File: config.mk
export PLATFORM = sky130hd
export DESIGN_NAME = bl_dim_pwm
export DESIGN_NICKNAME = d
export VERILOG_FILES = /design/src/rtl/bl_dim_pwm_pkg.sv /design/src/rtl/bl_req_cond.sv /design/src/rtl/bl_tick_gen.sv /design/src/rtl/bl_pwm_phase.sv /design/src/rtl/bl_dim_pwm.sv
export SDC_FILE = /design/constraint.sdc
export NUM_CORES = 1
export LEC_CHECK = 0
export CORE_ASPECT_RATIO = 2
export CORE_UTILIZATION = 50
export CTS_CLUSTER_SIZE = 12
export DETAILED_ROUTE_END_ITERATION = 7
export DONT_BUFFER_PORTS = 1
export GPL_TIMING_DRIVEN = 0
export PLACE_DENSITY = 0.68
export SKIP_CTS_REPAIR_TIMING = 1
export SLEW_MARGIN = 20
export SYNTH_ARGS = -nofsm -noshare
export SYNTH_HDL_FRONTEND = slang
export SYNTH_SLANG_ARGS = --single-unit
export TNS_END_PERCENT = 100
File: constraint.sdc
create_clock -name clk -period 3.5 [get_ports clk]
set_clock_uncertainty 0.15 [all_clocks]
set_input_delay 0.7 -clock clk [delete_from_list [all_inputs] [get_ports clk]]
set_output_delay 0.7 -clock clk [all_outputs]
set_load 0.01 [all_outputs]
File: src/rtl/bl_dim_pwm_pkg.sv
package bl_dim_pwm_pkg;
  localparam int DUTY_W         = 7;
  localparam int FREQ_W         = 8;
  localparam int FREQ_LO        = 95;
  localparam int FREQ_HI        = 200;
  localparam int FREQ_NOM       = 180;
  localparam int DUTY_FULL      = 100;
  localparam int DUTY_BAND_CEIL = 97;

  typedef logic [DUTY_W-1:0] duty_t;
  typedef logic [FREQ_W-1:0] freq_t;
endpackage

File: src/rtl/bl_req_cond.sv
module bl_req_cond
  import bl_dim_pwm_pkg::*;
(
  input  duty_t duty_in,
  input  freq_t freq_in,
  input  logic  mode_3d,
  output duty_t duty_out,
  output freq_t freq_out
);
  // duty: 3D override, saturation to full scale, forbidden band folded down
  always_comb begin
    if (mode_3d || (int'(duty_in) >= DUTY_FULL))
      duty_out = DUTY_W'(DUTY_FULL);
    else if (int'(duty_in) > DUTY_BAND_CEIL)
      duty_out = DUTY_W'(DUTY_BAND_CEIL);
    else
      duty_out = duty_in;
  end

  // rate: clamp to the accepted range
  always_comb begin
    if (int'(freq_in) < FREQ_LO)
      freq_out = FREQ_W'(FREQ_LO);
    else if (int'(freq_in) > FREQ_HI)
      freq_out = FREQ_W'(FREQ_HI);
    else
      freq_out = freq_in;
  end
endmodule

File: src/rtl/bl_tick_gen.sv
module bl_tick_gen #(
  parameter int PRESCALE = 12500
) (
  input  logic clk,
  input  logic rst_n,
  output logic tick
);
  localparam int CNT_W = (PRESCALE > 1) ? $clog2(PRESCALE) : 1;
  localparam logic [CNT_W-1:0] CNT_LAST = CNT_W'(PRESCALE - 1);

  logic [CNT_W-1:0] cnt_q, cnt_d;

  always_comb begin
    tick  = (cnt_q == CNT_LAST);
    cnt_d = tick ? '0 : cnt_q + 1'b1;
  end

  always_ff @(posedge clk or negedge rst_n) begin
    if (!rst_n) cnt_q <= '0;
    else        cnt_q <= cnt_d;
  end
endmodule

File: src/rtl/bl_pwm_phase.sv
module bl_pwm_phase
  import bl_dim_pwm_pkg::*;
#(
  parameter int TICK_HZ = 20000
) (
  input  logic  clk,
  input  logic  rst_n,
  input  logic  tick,
  input  duty_t duty_q,
  input  freq_t freq_q,
  output logic  wrap,
  output logic  pwm_q
);
  localparam int ACC_W = $clog2(TICK_HZ + (1 << FREQ_W));
  localparam int STEP  = TICK_HZ / DUTY_FULL;
  localparam logic [ACC_W-1:0] MODULUS = ACC_W'(TICK_HZ);

  logic [ACC_W-1:0] acc_q, acc_d, sum, thr;
  logic             pwm_d;

  always_comb begin
    sum   = acc_q + ACC_W'(freq_q);
    wrap  = tick && (sum >= MODULUS);
    acc_d = (sum >= MODULUS) ? (sum - MODULUS) : sum;
    thr   = ACC_W'(duty_q) * ACC_W'(STEP);
    pwm_d = (acc_q < thr);
  end

  always_ff @(posedge clk or negedge rst_n) begin
    if (!rst_n)    acc_q <= '0;
    else if (tick) acc_q <= acc_d;
  end

  always_ff @(posedge clk or negedge rst_n) begin
    if (!rst_n) pwm_q <= 1'b0;
    else        pwm_q <= pwm_d;
  end
endmodule

File: src/rtl/bl_dim_pwm.sv
module bl_dim_pwm
  import bl_dim_pwm_pkg::*;
#(
  parameter int PRESCALE = 12500,
  parameter int TICK_HZ  = 20000
) (
  input  logic       clk,
  input  logic       rst_n,
  input  logic [6:0] duty_req,
  input  logic [7:0] freq_req,
  input  logic       mode_3d,
  input  logic       seq_busy,
  output logic       pwm_out
);
  duty_t duty_c, duty_q;
  freq_t freq_c, freq_q;
  logic  tick, wrap, load_en;

  bl_req_cond u_cond (
    .duty_in (duty_req),
    .freq_in (freq_req),
    .mode_3d (mode_3d),
    .duty_out(duty_c),
    .freq_out(freq_c)
  );

  bl_tick_gen #(.PRESCALE(PRESCALE)) u_tick (
    .clk  (clk),
    .rst_n(rst_n),
    .tick (tick)
  );

  assign load_en = wrap && !seq_busy;

  always_ff @(posedge clk or negedge rst_n) begin
    if (!rst_n) begin
      duty_q <= '0;
      freq_q <= FREQ_W'(FREQ_NOM);
    end else if (load_en) begin
      duty_q <= duty_c;
      freq_q <= freq_c;
    end
  end

  bl_pwm_phase #(.TICK_HZ(TICK_HZ)) u_phase (
    .clk   (clk),
    .rst_n (rst_n),
    .tick  (tick),
    .duty_q(duty_q),
    .freq_q(freq_q),
    .wrap  (wrap),
    .pwm_q (pwm_out)
  );
endmodule

==> After elaboration in Yosys (flattened, before gate mapping) <==
Index checks and enable logic that the tools add are counted.
{ "classes": {"n_mul": 1, "n_bitwise": 0, "reduce_logical": 4, "n_mux": 6, "n_div": 0, "order_cmp": 6, "n_addsub": 3, "n_eq_ne": 1, "shifts": 0} }
{ "op_table": {"columns": ["cell", "count"], "rows": [
  ["$mux W8", 2],
  ["$add A15 B8 Y15", 1],
  ["$ge A15 B15 Y1 const B", 1],
  ["$lt A15 B15 Y1", 1],
  ["$mux W15", 1],
  ["$sub A15 B15 Y15 const B", 1],
  ["$add A14 B1 Y14 const B", 1],
  ["$eq A14 B14 Y1 const B", 1],
  ["$mux W14", 1],
  ["$mux W7", 2],
  ["$mul A7 B5 Y12 const B", 1],
  ["$gt A8 B8 Y1 const B", 1],
  ["$lt A8 B7 Y1 const B", 1],
  ["$ge A7 B7 Y1 const B", 1],
  ["$gt A7 B7 Y1 const B", 1],
  ["$logic_and A1 B1 Y1", 2],
  ["$logic_not A1 Y1", 1],
  ["$logic_or A1 B1 Y1", 1]
]} }
{ "word_totals": {"inputBits": 19, "output_inout_bits": 1, "latch_bits": 0, "elab_cells": 26, "mem_bits_rw": 0, "mem_count": 0, "regBits": 45, "romBits": 0} }

==> Logic depth before layout (Yosys ltp) <==
Gate-level depths: netlist of run 1.
{ "logic_depth": {"word_depth": 4, "ltp_mapped": 15, "ltp_nobuf": 15} }

==> By module <==
A second synthesis of run 1 with hierarchy kept.
{ "hier_totals": {"cells_unflattened": 418, "hier_area_um2": 3912.5} }
{ "modules_own_cells": {"columns": ["mod", "seq_area_each_um2", "cells_per_inst", "n_inst", "area_per_inst_um2"], "rows": [
  ["bl_pwm_phase", 400.4, 290, 1, 2421.1],
  ["bl_tick_gen", 350.3, 61, 1, 674.4],
  ["bl_dim_pwm", 380.4, 33, 1, 631.9],
  ["bl_req_cond", 0.0, 34, 1, 185.2]
]} }

==> Worst setup path after synthesis of run 1 <==
Ideal clock, no wire load.
{ "synth_timing": {"path_type": "reg2reg", "from": "register freq_q[0]", "to": "register duty_q[2]", "synth_period_minus_slack_ps": 3520, "required_ps": 3225, "setup_time_ps": 125, "stages_incl_launch_ff": 14, "setup_slack_ps": -20, "arrival_ps": 3245, "path_buffers": 1, "cell_sequence": "dfrtp_1 > ha_1 > fa_1 > a211oi_1 > o21ai_0 > xnor2_1 > ha_1 > inv_1 > a221oi_1 > a21o_1 > a21oi_4 > nand2_4 > buf_6 > mux2_4"} }
{ "synth_between": {"elab_chain_cells": 4} }
{ "synth_lines": {"columns": ["element", "line_no", "source"], "rows": [
  ["start, declared", "bl_dim_pwm.sv:16", "freq_t freq_c, freq_q;"],
  ["start signal, assigned", "bl_dim_pwm.sv:38", "freq_q <= FREQ_W'(FREQ_NOM);"],
  ["start signal, assigned", "bl_dim_pwm.sv:41", "freq_q <= freq_c;"],
  ["$add A15 B8 Y15", "bl_pwm_phase.sv:22", "sum = acc_q + ACC_W'(freq_q);"],
  ["$ge A15 B15 Y1", "bl_pwm_phase.sv:23", "wrap = tick && (sum >= MODULUS);"],
  ["$logic_and A1 B1 Y1", "bl_pwm_phase.sv:23", null],
  ["$logic_and A1 B1 Y1", "bl_dim_pwm.sv:33", "assign load_en = wrap && !seq_busy;"],
  ["end signal, assigned", "bl_dim_pwm.sv:40", "duty_q <= duty_c;"],
  ["end, declared", "bl_dim_pwm.sv:15", "duty_t duty_c, duty_q;"]
]} }
No other way between the ends.
A chain may end at the register's enable or synchronous reset.

==> Final worst setup path of run 1 <==
{ "layout_timing": {"from": "register u_phase.acc_q[0]", "to": "register duty_q[3]"} }
{ "layout_between": {"elab_chain_cells": 4} }
{ "layout_lines": {"columns": ["element", "line_no", "source"], "rows": [
  ["start, declared", "bl_pwm_phase.sv:18", "logic [ACC_W-1:0] acc_q, acc_d, sum, thr;"],
  ["start signal, assigned", "bl_pwm_phase.sv:30", "if (!rst_n) acc_q <= '0;"],
  ["start signal, assigned", "bl_pwm_phase.sv:31", "else if (tick) acc_q <= acc_d;"],
  ["$add A15 B8 Y15", "bl_pwm_phase.sv:22", null],
  ["$ge A15 B15 Y1", "bl_pwm_phase.sv:23", null],
  ["$logic_and A1 B1 Y1", "bl_pwm_phase.sv:23", null],
  ["$logic_and A1 B1 Y1", "bl_dim_pwm.sv:33", null]
]} }
No other way between the ends.

==> impl_metrics.tcl, run 1 <==
set metrics [dict create \
    grt_pass1_wl_um 13700 \
    worst_pin_slew_ns 0.651 \
    die_w_um 63.0 \
    max-clock-path-buffers 2 \
    n_antenna_cell 0 \
    hold_violations 0 \
    root_buffer "clkbuf_16" \
    dp_hpwl_um 6460 \
    gr-total-overflow 0 \
    grt_max_degree 46 \
    post-place-ws_ns -0.534 \
    ios 20 \
    portBuffers 0 \
    syn_to_final_growth_pct 20.6 \
    vias 3156 \
    synthCells 392 \
    start_kind "register" \
    critical_path_class "register to register" \
    crit_arrival_ns 3.50 \
    drv_slew 0 \
    nNetsFinal 490 \
    cts_tree "built" \
    slew-limit-headroom_pct 56.1 \
    p_leak_nw 2.12 \
    end_kind "register" \
    synth_area_per_cell_um2 9.50 \
    synth_mux_area_share_pct 5.78 \
    ys_ff_latch 45 \
    synth_area_leaders "dfrtp_1, ha_1, nand2_1" \
    r2r_setup_slack_ns 0.03 \
    cp_slowest_cell "fa_2" \
    synth-compound-area-share_pct 19.2 \
    hold_slack_ns 0.0868 \
    drc 0 \
    ys_async_sr_fraction_pct 100 \
    clk_latency_ns 0.29 \
    synthXorXnorAreaFrac_pct 5.88 \
    syn_nets 461 \
    antenna_found_initial 0 \
    grt_pass1_vias 2994 \
    synth_fa_ha_area_share_pct 17.4 \
    rsz0062_at_grt "true" \
    synth_common_cells "ha_1, dfrtp_1, nand2_1" \
    cp_cell_sequence "ha_2 > fa_2 > a211oi_4 > o21a_2 > nor3_2 > and4b_1 > or3_1 > buf_6 > a21oi_4 > nand2_4 > buf_12 > mux2_4" \
    synth-seq-area-share_pct 30.4 \
    powerDensity_nw_per_um2 248 \
    rows 44 \
    peakVddDrop_mv 0.218 \
    reg2reg_from "u_phase.acc_q[0]" \
    synth_edf_count 0 \
    crit_fanout 7 \
    clkSinkCount 45 \
    final_util_pct 62.3 \
    cp.required_ns 3.53 \
    first_pass_iters 4 \
    drive_gt1_share_pct 22.7 \
    hold_path_class "input pin to asynchronous set/reset pin" \
    fin_crit_ns 3.47 \
    ff2ff_path_depth 12 \
    finalSetupViolations 0 \
    ys_warn_count 0 \
    grtUsageTotal_pct 22.8 \
    status "finished clean" \
    reg2reg_to "duty_q[3]" \
    design_power_total_mw 1.11 \
    yosys.area.top_type "dfrtp_1" \
    gp_congestion 0.946 \
    drtIter0Drc 95 \
    final_antenna_net_count 0 \
    die_area_um2 7820 \
    fin_crit_sh_pct 99.0 \
    synth_simple_gate_area_share_pct 18.2 \
    yosysMostFrequentCell "ha_1" \
    die_h_um 124 \
    synth.distinct_cells 70 \
    fin_ws_ns 0.0344 \
    ctsHtreeMaxLevel 2 \
    avgViaCountPerCell 6.14 \
    synth_top_family_by_area "compound AO/OA/AOI/OAI gates" \
    fmax_mhz 289 \
    wl_per_cell_um 18.3 \
    finalNonFillerCells 514 \
    max_cap_violations 0 \
    synthFlopType "dfrtp_1" \
    path_clk_slew_ns 0.07 \
    cpPeakStageDelay_ns 0.40 \
    core_um2 7210 \
    post-synth-top-area-fraction_pct 27.6 \
    cts-buffers-inserted 5 \
    start_util_pct 51.6 \
    synthesis.area_um2 3720 \
    wl_um 9410 \
    nFillCells 588 \
    dp.cells 484 \
]
per-layer routing:
metal / global-route usage, % / routed length (um)
met1: 22.8 / 3430
met2: 44.3 / 5370
met3: 2.66 / 221
met4: 12.8 / 386
met5: 0 / 0
placed cells by master (no fill, tap or decap), types with 3 or more instances in the layout:
master / netlist / final
clkbuf_1: 4 / 4
mux2_2: 8 / 8
nor2_1: 22 / 22
buf_4: 0 / 18
ha_4: 0 / 8
and3_1: 4 / 4
a21oi_1: 22 / 20
dfstp_2: 4 / 4
inv_1: 20 / 20
xor2_1: 13 / 13
nand2b_1: 5 / 5
mux2_4: 3 / 3
o21ai_0: 15 / 13
a211o_1: 5 / 5
nor3_1: 7 / 7
and2_1: 5 / 5
nand2_1: 35 / 35
buf_6: 2 / 3
xnor2_1: 12 / 11
a2111oi_4: 1 / 3
ha_2: 0 / 4
a21o_1: 14 / 14
dfrtp_1: 41 / 39
nor4_1: 4 / 3
clkbuf_16: 0 / 5
or3_1: 4 / 4
or2_2: 3 / 3
mux2i_1: 8 / 8
o21ai_2: 1 / 4
nand3_1: 18 / 18
nand4_1: 5 / 5
ha_1: 47 / 35
metrics by stage:
step	setup TNS, ns	instance area (um^2)
global placement	-7.69	3850
CTS	-9.45	4030
finish	0	4490
detailed placement	-8.38	3850
global route	-0.746	4490
floorplan	0	3730
cell type report:
class	instances	area [um^2]	area share (%)
multi-input cells	320	2730	60.9
clock buffers	6	139	3.09
flip-flops and latches	45	1130	25.2
repair buffers	22	199	4.43
well taps	92	115	2.56
plain buffers	7	57.6	1.28
clock inverters	2	37.5	0.836
inverters	20	75.1	1.67
sequential cells by signal, summed over array words and instances, names as in the netlist:
signal	cells
freq_q	8
u_phase.pwm_q	1
u_tick.cnt_q	14
duty_q	7
u_phase.acc_q	15
power breakdown:
part	switching [mW]	internal (mW)
sequential	0	0.520
combinational	0.0159	0.0120
clock	0.209	0.356
total	0.224	0.889
critical path: cells and delay by family (launching register included):
family | cells | cell delay, ns
AND/OR/NAND/NOR | 4 | 0.78
multiplexers | 1 | 0.29
buffers and inverters | 2 | 0.31
AO/OA/AOI/OAI | 3 | 0.82
flip-flops | 1 | 0.39
adder cells (fa/ha/maj) | 2 | 0.61
cells by family (layout without fill, tap and decap cells):
family                   Yosys count  count (layout)
AND/OR/NAND/NOR                  130             130
flip-flops                        45              45
adder cells (fa/ha/maj)           50              50
AO/OA/AOI/OAI                     96              96
multiplexers                      19              19
XOR/XNOR                          25              25
buffers and inverters             27              57
worst max-delay path by stage:
stage | startpoint | to | slack [ns] | cells after the start
finish | u_phase.acc_q[0] | duty_q[3] | 0.03 | 12
global route | u_phase.acc_q[0] | duty_q[3] | -0.09 | 12
CTS | freq_q[0] | duty_q[3] | -0.57 | 13
detailed placement | freq_q[0] | duty_q[3] | -0.53 | 13
global placement | freq_q[0] | duty_q[3] | -0.52 | 13
floorplan | duty_q[2] | u_phase.pwm_q | 0.003 | 14
(Power assumes the default switching activity.)
==> run 2, diff against run 1 <==
--- a/config.mk
+++ b/config.mk
@@ -11,7 +11,7 @@
 export DETAILED_ROUTE_END_ITERATION = 7
 export DONT_BUFFER_PORTS = 1
 export GPL_TIMING_DRIVEN = 0
-export PLACE_DENSITY = 0.68
+export PLACE_DENSITY = 0.65
 export SKIP_CTS_REPAIR_TIMING = 1
 export SLEW_MARGIN = 20
 export SYNTH_ARGS = -nofsm -noshare
==> constraint.sdc (replaced) <==
create_clock -name clk -period 4.5 [get_ports clk]
set_clock_uncertainty 0.15 [all_clocks]
set_input_delay 0.9 -clock clk [delete_from_list [all_inputs] [get_ports clk]]
set_output_delay 0.9 -clock clk [all_outputs]
set_load 0.01 [all_outputs]
==> impl_metrics.tcl, run 2 (synthesis gave the netlist of run 1 again) <==
set metrics [dict create \
    portBuffers 0 \
    crit_arrival_ns 4.17 \
    root_buffer "clkbuf_16" \
    clk_latency_ns 0.29 \
    fmax_mhz 241 \
    end_kind "register" \
    hold_slack_ns 0.146 \
    drc 0 \
    final_antenna_net_count 0 \
    fin_crit_sh_pct 92.1 \
    crit_fanout 10 \
    cts_tree "built" \
    avgViaCountPerCell 5.99 \
    die_h_um 124 \
    fin_area_um2 3990 \
    max_cap_violations 0 \
    ctsHtreeMaxLevel 2 \
    most-common-layout-cells "ha_1, dfrtp_1, nand2_1" \
    gr-total-overflow 0 \
    syn_to_final_growth_pct 7.02 \
    max-clock-path-buffers 2 \
    wl_um 8200 \
    ios 20 \
    critical_path_class "register to register" \
    drv_slew 0 \
    regMostFlops "u_phase.acc_q" \
    start_util_pct 51.6 \
    slew-limit-headroom_pct 41.9 \
    largestRegisters "u_phase.acc_q x15, u_tick.cnt_q x14, freq_q x8" \
    nNetsFinal 468 \
    finalSetupViolations 0 \
    hold_violations 0 \
    grt_max_degree 46 \
    gp_congestion 0.906 \
    drive_gt1_share_pct 10.5 \
    seqCellArea_um2 1130 \
    dp_hpwl_um 6330 \
    vias 2945 \
    rows 44 \
    peakVddDrop_mv 0.249 \
    powerDensity_nw_per_um2 195 \
    antenna_found_initial 0 \
    n_antenna_cell 0 \
    rsz0062_at_grt "false" \
    path_clk_slew_ns 0.07 \
    wl_per_cell_um 16.7 \
    die_area_um2 7820 \
    p_leak_nw 1.97 \
    status "finished clean" \
    grt_pass1_vias 2960 \
    layout_commonest_cell "ha_1" \
    nFillCells 678 \
    fin_crit_ns 4.15 \
    design_power_total_uw 776 \
    hold_path_class "input pin to asynchronous set/reset pin" \
    grt_pass1_wl_um 13400 \
    cp.required_ns 4.53 \
    largest_reg_flops 15 \
    grtUsageTotal_pct 22.2 \
    die_w_um 63.0 \
    worst_pin_slew_ns 0.866 \
    drtIter0Drc 89 \
    first_pass_iters 4 \
    clkSinkCount 45 \
    core_um2 7210 \
    start_kind "register" \
    cts-buffers-inserted 5 \
    placed_cell_area_um2 3840 \
    setup_tns_ns 0 \
    multiInputGateArea_um2 2480 \
]
-- run 2: cell count changes in the layout (fill, tap and decap cells not counted), sizes merged --
cell,delta
buf,-22
bufinv,-1
clkinv,+2
clkinvlp,-1
-- run 2: per-layer routing --
metal | GRT usage, % | part of all wire, % | up-vias
met4 | 11.5 | 2.6 | 0
met1 | 22.5 | 39 | 1445
met2 | 43.3 | 57 | 22
li1 | - | - | 1466
met3 | 2.56 | 1.1 | 12
met5 | 0 | 0 | -
-- run 2: area by class of cell --
cell class	instances	share of cell area (%)
clock inverter	2	0.251
tap	92	2.89
sequential	45	28.4
clock buffer	6	3.23
inverter	20	1.88
multi-input combinational	320	62.3
buffer	7	1.07
-- run 2: where the power goes --
group	total (mW)	internal [mW]	switching, mW
sequential	0.405	0.405	0
combinational	0.0117	0.00674	0.00499
clock	0.359	0.204	0.155
-- run 2: final timing paths --
kind                                          to  cells past startpoint  slack, ns              from
worst max-delay path                   duty_q[4]                     13       0.35         freq_q[5]
worst min-delay path             u_tick.cnt_q[8]                      0       0.15             rst_n
worst max register to register         duty_q[4]                     13       0.35         freq_q[5]
worst min register to register  u_tick.cnt_q[11]                      1       0.34  u_tick.cnt_q[11]
max in group asynchronous              freq_q[4]                      0       3.85             rst_n
min in group clk                u_tick.cnt_q[11]                      1       0.34  u_tick.cnt_q[11]
-- run 2: stage by stage --
stage	setup slack, ns	cells	utilization (%)
6_report	0.354	492	55.3
5_1_grt	0.0919	492	55.3
4_1_cts	0.304	492	55.2
3_5_place_dp	0.343	484	53.2
3_3_place_gp	0.340	484	53.2
2_1_floorplan	0.980	392	-
-- run 2: critical path, stage by stage, from the launching register on --
cell	delay (ns)
dfstp_2	0.54
ha_1	0.24
buf_6	0.15
nor3b_1	0.13
a221o_1	0.26
a211oi_1	0.72
ha_1	0.32
inv_1	0.05
a221oi_1	0.39
a21o_1	0.29
a21oi_4	0.15
nand2_4	0.14
buf_6	0.19
mux2_4	0.31
